[config.mk]
export PLATFORM = sky130hd
export DESIGN_NAME = rxdma_chain
export DESIGN_NICKNAME = d
export VERILOG_FILES = /design/src/rtl/rxdma_pkg.sv /design/src/rtl/rxdma_addr_step.sv /design/src/rtl/rxdma_ctrl.sv /design/src/rtl/rxdma_core.sv /design/src/rtl/rxdma_chain.sv
export SDC_FILE = /design/constraint.sdc
export NUM_CORES = 1
export LEC_CHECK = 0
export CAP_MARGIN = 20
export CORE_AREA = 3 3 114 116
export DETAILED_ROUTE_END_ITERATION = 10
export DIE_AREA = 0 0 117 119
export GPL_TIMING_DRIVEN = 0
export PLACE_DENSITY = 0.86
export SYNTH_ARGS = -nofsm -noshare
export SYNTH_HDL_FRONTEND = slang
export SYNTH_SLANG_ARGS = --single-unit
[constraint.sdc]
create_clock -name clk -period 3.3 [get_ports clk]
set_clock_uncertainty 0.05 [all_clocks]
set_input_delay 0.495 -clock clk [delete_from_list [all_inputs] [get_ports clk]]
set_output_delay 0.495 -clock clk [all_outputs]
set_load 0.01 [all_outputs]
[src/rtl/rxdma_pkg.sv]
package rxdma_pkg;
   typedef enum logic [1:0] {
      SZ_BYTE = 2'd0,
      SZ_HALF = 2'd1,
      SZ_WORD = 2'd2,
      SZ_WIDE = 2'd3
   } xfer_size_e;

   localparam logic [2:0] OFS_CUR_ADR = 3'd0;
   localparam logic [2:0] OFS_CUR_CNT = 3'd1;
   localparam logic [2:0] OFS_NXT_ADR = 3'd2;
   localparam logic [2:0] OFS_NXT_CNT = 3'd3;
   localparam logic [2:0] OFS_CTRL    = 3'd4;
   localparam logic [2:0] OFS_CFG     = 3'd5;
endpackage

[src/rtl/rxdma_addr_step.sv]
module rxdma_addr_step
   import rxdma_pkg::*;
#(
   parameter int ADDR_W      = 32,
   parameter bit PROG_SIZE   = 1'b1,
   parameter int FIXED_BYTES = 4
) (
   input  xfer_size_e          size_i,
   output logic [ADDR_W-1:0]   step_o
);
   if (FIXED_BYTES != 1 && FIXED_BYTES != 2 && FIXED_BYTES != 4) begin : g_bad_fixed
      $error("rxdma_addr_step: FIXED_BYTES must be 1, 2 or 4");
   end

   if (PROG_SIZE) begin : g_prog
      always_comb begin
         case (size_i)
            SZ_BYTE: step_o = ADDR_W'(1);
            SZ_HALF: step_o = ADDR_W'(2);
            default: step_o = ADDR_W'(4);
         endcase
      end
   end else begin : g_fixed
      logic unused_size;
      assign unused_size = ^size_i;
      assign step_o      = ADDR_W'(FIXED_BYTES);
   end
endmodule

[src/rtl/rxdma_ctrl.sv]
module rxdma_ctrl
   import rxdma_pkg::*;
(
   input  logic        clk,
   input  logic        rst_n,
   input  logic        wr_ctrl_i,
   input  logic        wr_cfg_i,
   input  logic [2:0]  wbits_i,
   output logic        en_o,
   output logic        mask_o,
   output xfer_size_e  size_o
);
   always_ff @(posedge clk) begin
      if (!rst_n) begin
         en_o   <= 1'b0;
         mask_o <= 1'b0;
         size_o <= SZ_BYTE;
      end else begin
         if (wr_ctrl_i) begin
            if (wbits_i[1])      en_o <= 1'b0;
            else if (wbits_i[0]) en_o <= 1'b1;
         end
         if (wr_cfg_i) begin
            mask_o <= wbits_i[2];
            size_o <= xfer_size_e'(wbits_i[1:0]);
         end
      end
   end

   // a control write carrying the disable bit always leaves the channel off
   p_disable_wins_r9: assert property (@(posedge clk) disable iff (!rst_n)
      (wr_ctrl_i && wbits_i[1]) |=> !en_o);
endmodule

[src/rtl/rxdma_core.sv]
module rxdma_core #(
   parameter int ADDR_W = 32,
   parameter int CNT_W  = 16
) (
   input  logic              clk,
   input  logic              rst_n,
   input  logic              xfer_i,
   input  logic [ADDR_W-1:0] step_i,
   input  logic              wr_cadr_i,
   input  logic              wr_ccnt_i,
   input  logic              wr_nadr_i,
   input  logic              wr_ncnt_i,
   input  logic [ADDR_W-1:0] wadr_i,
   input  logic [CNT_W-1:0]  wcnt_i,
   output logic [ADDR_W-1:0] cur_adr_o,
   output logic [CNT_W-1:0]  cur_cnt_o,
   output logic [ADDR_W-1:0] nxt_adr_o,
   output logic [CNT_W-1:0]  nxt_cnt_o,
   output logic              end_flag_o,
   output logic              dry_flag_o
);
   localparam logic [CNT_W-1:0] CNT_ONE  = CNT_W'(1);
   localparam logic [CNT_W-1:0] CNT_ZERO = '0;

   logic last_beat, chain, flag_clr;
   assign last_beat = xfer_i && (cur_cnt_o == CNT_ONE);
   assign chain     = last_beat && (nxt_cnt_o != CNT_ZERO);
   assign flag_clr  = (wr_ccnt_i || wr_ncnt_i) && (wcnt_i != CNT_ZERO);

   always_ff @(posedge clk) begin
      if (!rst_n) begin
         cur_adr_o  <= '0;
         cur_cnt_o  <= '0;
         nxt_adr_o  <= '0;
         nxt_cnt_o  <= '0;
         end_flag_o <= 1'b0;
         dry_flag_o <= 1'b0;
      end else begin
         // active address: software write, then chain swap, then step
         if (wr_cadr_i)   cur_adr_o <= wadr_i;
         else if (chain)  cur_adr_o <= nxt_adr_o;
         else if (xfer_i) cur_adr_o <= cur_adr_o + step_i;

         if (wr_ccnt_i)   cur_cnt_o <= wcnt_i;
         else if (chain)  cur_cnt_o <= nxt_cnt_o;
         else if (xfer_i) cur_cnt_o <= cur_cnt_o - CNT_ONE;

         if (wr_nadr_i)   nxt_adr_o <= wadr_i;
         else if (chain)  nxt_adr_o <= '0;

         if (wr_ncnt_i)   nxt_cnt_o <= wcnt_i;
         else if (chain)  nxt_cnt_o <= '0;

         if (last_beat)     end_flag_o <= 1'b1;
         else if (flag_clr) end_flag_o <= 1'b0;

         if (last_beat && !chain) dry_flag_o <= 1'b1;
         else if (flag_clr)       dry_flag_o <= 1'b0;
      end
   end

   // an ordinary move takes exactly one off the active count
   p_count_step_r3: assert property (@(posedge clk) disable iff (!rst_n)
      (xfer_i && !wr_ccnt_i && cur_cnt_o > CNT_ONE) |=> (cur_cnt_o == $past(cur_cnt_o) - CNT_ONE));
   // a chaining move hands the queued count over and empties the slot
   p_chain_swap_r4: assert property (@(posedge clk) disable iff (!rst_n)
      (xfer_i && cur_cnt_o == CNT_ONE && nxt_cnt_o != CNT_ZERO && !wr_ccnt_i && !wr_ncnt_i)
      |=> (cur_cnt_o == $past(nxt_cnt_o) && nxt_cnt_o == CNT_ZERO));
   // nothing is moved while the active count is exhausted
   p_no_move_empty_r5: assert property (@(posedge clk) disable iff (!rst_n)
      (cur_cnt_o == CNT_ZERO) |-> !xfer_i);
   // the last move of a buffer always raises the end flag
   p_end_sets_r6: assert property (@(posedge clk) disable iff (!rst_n)
      (xfer_i && cur_cnt_o == CNT_ONE) |=> end_flag_o);
   // the end flag holds without a nonzero count write
   p_end_holds_r6: assert property (@(posedge clk) disable iff (!rst_n)
      (end_flag_o && !(wr_ccnt_i && wcnt_i != CNT_ZERO) && !(wr_ncnt_i && wcnt_i != CNT_ZERO))
      |=> end_flag_o);
endmodule

[src/rtl/rxdma_chain.sv]
module rxdma_chain
   import rxdma_pkg::*;
#(
   parameter int ADDR_W      = 32,
   parameter int CNT_W       = 16,
   parameter int DATA_W      = 32,
   parameter int REG_W       = 32,
   parameter bit PROG_SIZE   = 1'b1,
   parameter int FIXED_BYTES = 4
) (
   input  logic              clk,
   input  logic              rst_n,
   input  logic              in_valid,
   input  logic [DATA_W-1:0] in_data,
   output logic              in_ready,
   output logic              mem_valid,
   input  logic              mem_ready,
   output logic [ADDR_W-1:0] mem_addr,
   output logic [DATA_W-1:0] mem_data,
   input  logic              reg_we,
   input  logic [2:0]        reg_addr,
   input  logic [REG_W-1:0]  reg_wdata,
   output logic [REG_W-1:0]  reg_rdata,
   output logic              irq
);
   if (ADDR_W > REG_W || CNT_W > REG_W || CNT_W < 2 || REG_W < 3) begin : g_bad_widths
      $error("rxdma_chain: address and count widths must fit the register word");
   end

   logic              en, mask, end_flag, dry_flag, active, xfer;
   xfer_size_e        size;
   logic [ADDR_W-1:0] step, cur_adr, nxt_adr;
   logic [CNT_W-1:0]  cur_cnt, nxt_cnt;

   rxdma_ctrl u_ctrl (
      .clk(clk), .rst_n(rst_n),
      .wr_ctrl_i(reg_we && reg_addr == OFS_CTRL),
      .wr_cfg_i (reg_we && reg_addr == OFS_CFG),
      .wbits_i(reg_wdata[2:0]),
      .en_o(en), .mask_o(mask), .size_o(size)
   );

   rxdma_addr_step #(.ADDR_W(ADDR_W), .PROG_SIZE(PROG_SIZE), .FIXED_BYTES(FIXED_BYTES)) u_step (
      .size_i(size), .step_o(step)
   );

   rxdma_core #(.ADDR_W(ADDR_W), .CNT_W(CNT_W)) u_core (
      .clk(clk), .rst_n(rst_n), .xfer_i(xfer), .step_i(step),
      .wr_cadr_i(reg_we && reg_addr == OFS_CUR_ADR),
      .wr_ccnt_i(reg_we && reg_addr == OFS_CUR_CNT),
      .wr_nadr_i(reg_we && reg_addr == OFS_NXT_ADR),
      .wr_ncnt_i(reg_we && reg_addr == OFS_NXT_CNT),
      .wadr_i(reg_wdata[ADDR_W-1:0]), .wcnt_i(reg_wdata[CNT_W-1:0]),
      .cur_adr_o(cur_adr), .cur_cnt_o(cur_cnt),
      .nxt_adr_o(nxt_adr), .nxt_cnt_o(nxt_cnt),
      .end_flag_o(end_flag), .dry_flag_o(dry_flag)
   );

   assign active    = en && (cur_cnt != '0);
   assign xfer      = in_valid && mem_ready && active;
   assign in_ready  = mem_ready && active;
   assign mem_valid = in_valid && active;
   assign mem_addr  = cur_adr;
   assign mem_data  = in_data;
   assign irq       = end_flag && mask;

   always_comb begin
      case (reg_addr)
         OFS_CUR_ADR: reg_rdata = REG_W'(cur_adr);
         OFS_CUR_CNT: reg_rdata = REG_W'(cur_cnt);
         OFS_NXT_ADR: reg_rdata = REG_W'(nxt_adr);
         OFS_NXT_CNT: reg_rdata = REG_W'(nxt_cnt);
         OFS_CTRL:    reg_rdata = REG_W'({dry_flag, end_flag, en});
         OFS_CFG:     reg_rdata = REG_W'({mask, size});
         default:     reg_rdata = '0;
      endcase
   end

   // every write request the memory takes consumes one peripheral datum
   p_handshake_pair_r2: assert property (@(posedge clk) disable iff (!rst_n)
      (mem_valid && mem_ready) |-> (in_valid && in_ready));
   // a software address write wins over the hardware step
   p_adr_write_wins_r8: assert property (@(posedge clk) disable iff (!rst_n)
      (reg_we && reg_addr == OFS_CUR_ADR) |=> (mem_addr == $past(reg_wdata[ADDR_W-1:0])));
endmodule

Word level (Yosys, flattened, before mapping)
Index checks and enable logic that the tools add are counted. W data, S select, Z words.

Bits in registers: 102. Word-level logic and storage cells: 66. Output and inout bits: 99.

Muxes and demuxes: 17. Add/subtract/negate cells: 2. Reductions and logical operators: 31. Eq/ne operators: 7.

Operator list (number): $pmux W32 S6 (1); $mux W32 (5); $mux W16 (5); $reduce_bool A16 Y1 (3); $add A32 B3 Y32 (1); $eq A16 B1 Y1 const B (1); $logic_and A1 B1 Y1 (16); $sub A16 B1 Y16 const B (1); $reduce_bool A2 Y1 (5); $eq A3 B2 Y1 const B (2); $eq A3 B3 Y1 const B (2); $pmux W3 S2 (1); $reduce_bool A3 Y1 (2); $mux W1 (5); $eq A3 B1 Y1 const B (1); $logic_not A3 Y1 (1); $eq A2 B1 Y1 const B (1); $logic_not A2 Y1 (1); $reduce_and A2 Y1 (1); $logic_not A1 Y1 (1); $logic_or A1 B1 Y1 (1).

Longest topological paths before layout
Gate-level depths: netlist of run 1.

Word-level depth: 8. Depth in mapped cells: 10. Depth with buffers taken out: 9.

Modules after synthesis
A second synthesis of run 1 with hierarchy kept.

Cell total of the unflattened synthesis: 1070. Area, all modules: 8191.6 um^2.

Modules (own cells, without submodules): rxdma_core (cells each 901, sequential area each 1961.9 um^2, instances 1, area each 6660.1 um^2); rxdma_chain (cells each 123, sequential area each 0.0 um^2, instances 1, area each 1158.6 um^2); rxdma_addr_step (cells each 33, sequential area each 0.0 um^2, instances 1, area each 235.2 um^2); rxdma_ctrl (cells each 13, sequential area each 80.1 um^2, instances 1, area each 137.6 um^2).

Least setup slack after synthesis of run 1
Ideal clock, no wire load.

Path kind: input -> output. Start point: in reg_addr[1]. End point: out reg_rdata[16]. Cell stages on the path: 5. Path buffers: 3. Required time: 2.755 ns. Path slack: 0.740 ns. Arrival time: 2.015 ns. Cells stage by stage: clkbuf_1 > nor3b_1 > clkbuf_1 > clkbuf_1 > a22o_1.

Longest elaborated chain between the ends: 2. Elaborated cells on any way between the ends: 7. Those cells by class: eq/ne: 5; mux: 1; reduce/logical: 1.

RTL lines: start, declared (line rxdma_chain.sv:21) `input logic [2:0] reg_addr,`; $eq A3 B3 Y1 (tied with other cells) (line rxdma_chain.sv:68) `case (reg_addr)`; $pmux W32 S6 * (line rxdma_chain.sv:68); end, declared (line rxdma_chain.sv:23) `output logic [REG_W-1:0] reg_rdata,`.

Every way passes the cells marked *; elsewhere a longest branch is shown, timed or not.

Worst setup path after layout of run 1
Ends and elaborated chain as after synthesis.

==> results.toml, run 1 <==
[timing]
max_freq_mhz = 309
finalCriticalPeriod_ps = 3230
setup_tns_ps = 0
worst_slack_ps = 68.8
worstMarginPinSlew_ps = 971
hold_violations = 0
rsz0062_at_grt = "yes"
maxSlewHeadroom = 0.348
period_share = 0.979
setup_viol = 0
drv_slew = 0

[synthesis]
synth_top_area_cell = "dfxtp_1"
synthesis.area_um2 = 6490
synthCells = 837
synth_top_area_share = 0.315
synth_seq_cells = 102
synth-edff-count = 0
syn-num-nets = 916
ys.flop_type = "dfxtp_1"
synth_common_cells = "nand2_1 (105), dfxtp_1 (102), a21oi_1 (89), nand3_1 (80), clkbuf_1 (50)"
yosys_warnings = 0
syn_area_per_cell_um2 = 7.75
synth_most_common_cell = "nand2_1"
seq_area_frac_synth = 0.315
synth_cell_types = 59
synth.top_cells.by_area = "dfxtp_1 (31%), a21oi_1 (6.9%), nand3_1 (6.2%)"
async_flop_share = 0

[layout]
nNetsFinal = 1067
area_growth_pct = 29.8
diodes = 0
drive_above_1_share = 0.0967
final_util = 0.701
stdcell_count = 1140

[clocking]
postCtsHoldBufs = 0
cts_buffers = 9
clock_latency_ps = 360
clkTransAtPathRegs_ps = 70
clock-root-buffer = "clkbuf_16"
clock_path_buffers = 2
clock_sinks = 102
cts_tree = "built"
htree_levels = 3

[detailed_routing]
wl_per_cell_um = 23.1
dr.first_iter.drc_count = 1452
drc = 0
drtAntennaViolNets = 0
wl_mm = 26.3
dr.pass1.iters = 6
vias_per_cell = 6.72
routed-via-count = 7665

[critical_path]
rrSetupSlack_ps = 320
crit_type = "primary input to output pin"
startpoint_type = "primary input"
critPathCaptureType = "output pin"
cp.arrival_ps = 2690
worstPathMaxFanout = 10
crit_required_ps = 2750

[power_and_ir_drop]
netSwitchingFraction = 0.275
p_comb_frac = 0.168
clkPwrFrac = 0.379
cell_internal_pwr_uw = 2080
power_switching_uw = 790
power_frac_seq = 0.452
powerDensity_nw_per_um2 = 341
p_leak_uw = 0.00309
peakVddDrop_mv = 0.320

[global_routing]
grt_max_degree = 16
grt_pass1_wl_mm = 39.7
overflow = 0
grt_pass1_vias = 7146
grt_usage = 0.371
antenna_found_initial = 0

[placement]
pre_cts_ws_ps = -1210
io_buffer_count = 136
dp_cells = 1120
gp_congestion = 1.03
dpl.hpwl_mm = 18.8

[floorplan]
initial_core_util = 0.540
die_w_um = 117
core_um2 = 12000
placementRows = 40
pin_count = 171
die-area_um2 = 13900
die_h_um = 119

[job]
maxCapViolCount = 0

[worst_hold_path]
hp-class = "register to register"

[run_status]
status = "completed"
[routing by layer]
metal  vias up  share of wire  global-route usage  wire, um
met5         -              0                   0         0
met4         0          0.051               0.172      1340
met3       133           0.15              0.0945      3830
met2       663           0.43               0.539     11300
met1      3512           0.37               0.511      9860
li1       3357              -                   -         -
[sequential cells by signal, indices dropped and copies added (netlist names)]
register	count
u_ctrl.mask_o	1
u_ctrl.size_o	2
u_core.cur_adr_o	32
u_core.end_flag_o	1
u_core.cur_cnt_o	16
u_core.dry_flag_o	1
u_core.nxt_cnt_o	16
u_ctrl.en_o	1
u_core.nxt_adr_o	32
[final timing paths]
kind	startpoint	endpoint	cells past startpoint
hold reg to reg	u_core.nxt_adr_o[22]	u_core.nxt_adr_o[22]	2
setup / recovery	reg_addr[1]	reg_rdata[16]	7
hold / removal	u_core.nxt_adr_o[22]	u_core.nxt_adr_o[22]	2
setup reg to reg	u_core.cur_cnt_o[10]	u_core.cur_adr_o[12]	8
[critical path, stage by stage]
cell and delay [ps]:
clkdlybuf4s50_1 530, clkbuf_4 230, nor3b_4 290, clkbuf_8 250
clkbuf_8 200, a22o_1 150, clkdlybuf4s50_1 540
[final cells by class]
type                    count  area, um2
plain buffers             106        599
clock buffers              14        284
clock inverters             2       13.8
fillers                  1003       3590
inverters                   4       15.0
multi-input cells         625       3900
flip-flops and latches    102       2040
well taps                 147        184
repair buffers            140       1390
[power by group through the flow]
stage	sequential [uW]	combinational, uW	clock, uW
6_report	1300	484	1090
3_3_place_gp	1330	455	0
3_5_place_dp	1330	460	0
5_1_grt	1300	514	1110
2_1_floorplan	1320	252	0
4_1_cts	1300	469	1080
[what timing repair did]
action,4_1_cts,5_1_grt
endpoints found under the setup margin,36,23
resized for setup,19,8
cloned,0,0
hold endpoints to repair,0,0
buffers inserted,2,1
[logic make-up after synthesis]
| kind of cell | synth area share |
|---|---|
| AOI/OAI and AO/OA | 0.229 |
| and+or+nand+nor | 0.248 |
| adders and majority gates | 0.0147 |
| muxes | 0.0513 |
| buffers and inverters | 0.0885 |
| xor gates and xnor gates | 0.0540 |
| DFF | 0.315 |
[layout by cell type, fill, tap and decap left out, types with 5 or more instances in the layout]
cell type and count:
a22o_1 29, nand2_1 105, and4_1 5, clkbuf_16 9, a22oi_1 7, dfxtp_1 102
o22ai_1 27, xnor2_1 15, buf_4 38, clkbuf_1 42, nor4_1 16, mux2i_1 31
nor3_1 16, nor2_1 26, and3_1 28, o311ai_0 6, ha_1 6, a21oi_1 89
xor2_1 25, clkdlybuf4s50_1 135, nand4_1 13, a31oi_1 8, nand3_1 80, clkbuf_8 6
a221o_1 13, buf_2 19, o21ai_0 22
[stage by stage]
step	instance area, um2	total power, uW	hold WS, ps
2_1_floorplan	6490	1570	382
3_3_place_gp	8040	1780	421
6_report	8420	2870	439
3_5_place_dp	8040	1790	422
5_1_grt	8420	2930	452
4_1_cts	8400	2840	435
(Power assumes the default switching activity.)
==> run 2: changes to the inputs <==
--- a/config.mk
+++ b/config.mk
@@ -6,11 +6,12 @@
 export NUM_CORES = 1
 export LEC_CHECK = 0
 export CAP_MARGIN = 20
-export CORE_AREA = 3 3 114 116
+export CELL_PAD_IN_SITES_DETAIL_PLACEMENT = 0
+export CELL_PAD_IN_SITES_GLOBAL_PLACEMENT = 1
+export CORE_AREA = 2 2 134 136
 export DETAILED_ROUTE_END_ITERATION = 10
-export DIE_AREA = 0 0 117 119
-export GPL_TIMING_DRIVEN = 0
-export PLACE_DENSITY = 0.86
+export DIE_AREA = 0 0 136 138
+export PLACE_DENSITY_LB_ADDON = 0.1
 export SYNTH_ARGS = -nofsm -noshare
 export SYNTH_HDL_FRONTEND = slang
 export SYNTH_SLANG_ARGS = --single-unit
==> run 2 against run 1 <==
Sequential power barely moved. Core utilization fell by 25 points. Final cell count fell by 2.3%. Routed wire length fell by 6.5%. Hold slack got worse by 2.0 ps. Register-to-register slack improved by 260 ps. Flip-flop and latch count did not move. Critical path depth fell by 1. Combinational power fell by 20%. Non-clock buffer count fell by 107. Power fell by 0.86%. First-iteration DRC count fell by 56%. Critical endpoint is now reg_rdata[6]. Largest cell class unchanged.
==> results.toml, run 2 (synthesized netlist as in run 1, its figures left out) <==
[power_and_ir_drop]
powerDensity_nw_per_um2 = 360
peakVddDrop_mv = 0.239
power_uw = 2850
p_leak_uw = 0.00279

[layout]
mostFrequentLayoutCells = "clkdlybuf4s50_1 (106), nand2_1 (105), dfxtp_1 (102)"
reg.largest.list = "u_core.cur_adr_o x32, u_core.nxt_adr_o x32"
area_growth_pct = 21.9
nNetsFinal = 960
drive_above_1_share = 0.0701
final_common_cell = "clkdlybuf4s50_1"
diodes = 0

[timing]
worstMarginPinSlew_ps = 795
drv_slew = 0
setup_tns_ps = 0
period_share = 0.954
finalCriticalPeriod_ps = 3150
maxSlewHeadroom = 0.466
setup_viol = 0
rsz0062_at_grt = "no"
hold_violations = 0
max_freq_mhz = 318

[worst_hold_path]
hp-class = "register to register"

[critical_path]
crit_required_ps = 2750
rrSetupSlack_ps = 580
crit_start = "reg_addr[1]"
crit_end = "reg_rdata[6]"
critPathCaptureType = "output pin"
startpoint_type = "primary input"
rr_endpoint = "u_core.cur_adr_o[23]"
worstPathMaxFanout = 33
rr_worst_depth = 6
cp.arrival_ps = 2600
crit_type = "primary input to output pin"
r2r-start = "u_core.cur_cnt_o[6]"

[clocking]
htree_levels = 3
clock_path_buffers = 2
cts-resized-gates = 0
cts_tree = "built"
clock_sinks = 102
postCtsHoldBufs = 0
clock_latency_ps = 360
postCtsSetupRepairBufs = 0
clkTransAtPathRegs_ps = 70
cts_buffers = 9
clock-root-buffer = "clkbuf_16"

[global_routing]
grt_pass1_wl_mm = 37.6
grt_usage = 0.258
grt_max_degree = 34
overflow = 0
grt_pass1_vias = 6330
antenna_found_initial = 0

[floorplan]
core_um2 = 17500
die_h_um = 138
initial_core_util = 0.370
placementRows = 49
die_w_um = 136
die-area_um2 = 18800
pin_count = 171

[job]
maxCapViolCount = 0

[detailed_routing]
vias_per_cell = 6.08
drtAntennaViolNets = 0
wl_mm = 24.6
dr.pass1.iters = 6
routed-via-count = 6775
dr.first_iter.drc_count = 633
wl_per_cell_um = 22.1
drc = 0

[placement]
gp_congestion = 0.862
io_buffer_count = 106
dpl.hpwl_mm = 17.1

[run_status]
status = "completed"
## run 2: changes by cell type in the layout (fill, tap and decap cells not counted), sizes merged
cell,previous run,this run
clkinv,2,1
clkinvlp,0,1
clkbuf,63,11
dlygate4sd2,1,0
bufinv,0,2
clkdlybuf4s50,135,106
buf,61,33
## run 2: metrics by stage
| stage | hold slack [ps] | setup WS (ps) | util | cells | instance area [um2] |
|---|---|---|---|---|---|
| 2_1_floorplan | 382 | 740 | - | 837 | 6490 |
| 3_3_place_gp | 422 | 224 | 0.434 | 1099 | 7600 |
| 3_5_place_dp | 426 | 180 | 0.434 | 1099 | 7600 |
| 4_1_cts | 436 | 165 | 0.451 | 1114 | 7910 |
| 5_1_grt | 462 | 50.5 | 0.451 | 1114 | 7910 |
| 6_report | 437 | 153 | 0.451 | 1114 | 7910 |
## run 2: critical path: stages
cell             delay [ps]
clkdlybuf4s50_1         680
nor3b_2                 310
buf_12                  240
a22o_1                  170
a221o_1                 150
clkdlybuf4s50_1         550
## run 2: cell type report
class                      count  area (um2)
fill                        1783        9630
multi-input combinational    625        3900
sequential                   102        2040
timing repair buffer         139        1360
tap                          229         287
clock buffer                  11         233
clock inverter                 4        72.6
inverter                       4        15.0
## run 2: worst min-delay path by stage
stage / startpoint / end / slack [ps] / cells after the start
6_report: u_core.dry_flag_o / u_core.dry_flag_o / 440 / 2
3_5_place_dp: u_core.nxt_adr_o[30] / u_core.nxt_adr_o[30] / 430 / 2
2_1_floorplan: u_core.dry_flag_o / u_core.dry_flag_o / 380 / 2
4_1_cts: u_core.nxt_adr_o[30] / u_core.nxt_adr_o[30] / 440 / 2
3_3_place_gp: u_core.nxt_adr_o[21] / u_core.nxt_adr_o[21] / 420 / 2
5_1_grt: u_core.nxt_adr_o[22] / u_core.nxt_adr_o[22] / 460 / 2
## run 2: report_power, final
part	internal, uW	switching [uW]	total [uW]	leakage (uW)
registers	1260	45.7	1300	0.000826
logic	174	214	388	0.00182
clock network	661	494	1160	0.000146
## run 2: per-layer routing
layer  part of all wire  global-route usage  routed length (um)
met3              0.068              0.0315                1690
met4              0.017              0.0800                 428
met2               0.49               0.421               12000
met1               0.43               0.353               10500
met5                  0                   0                   0
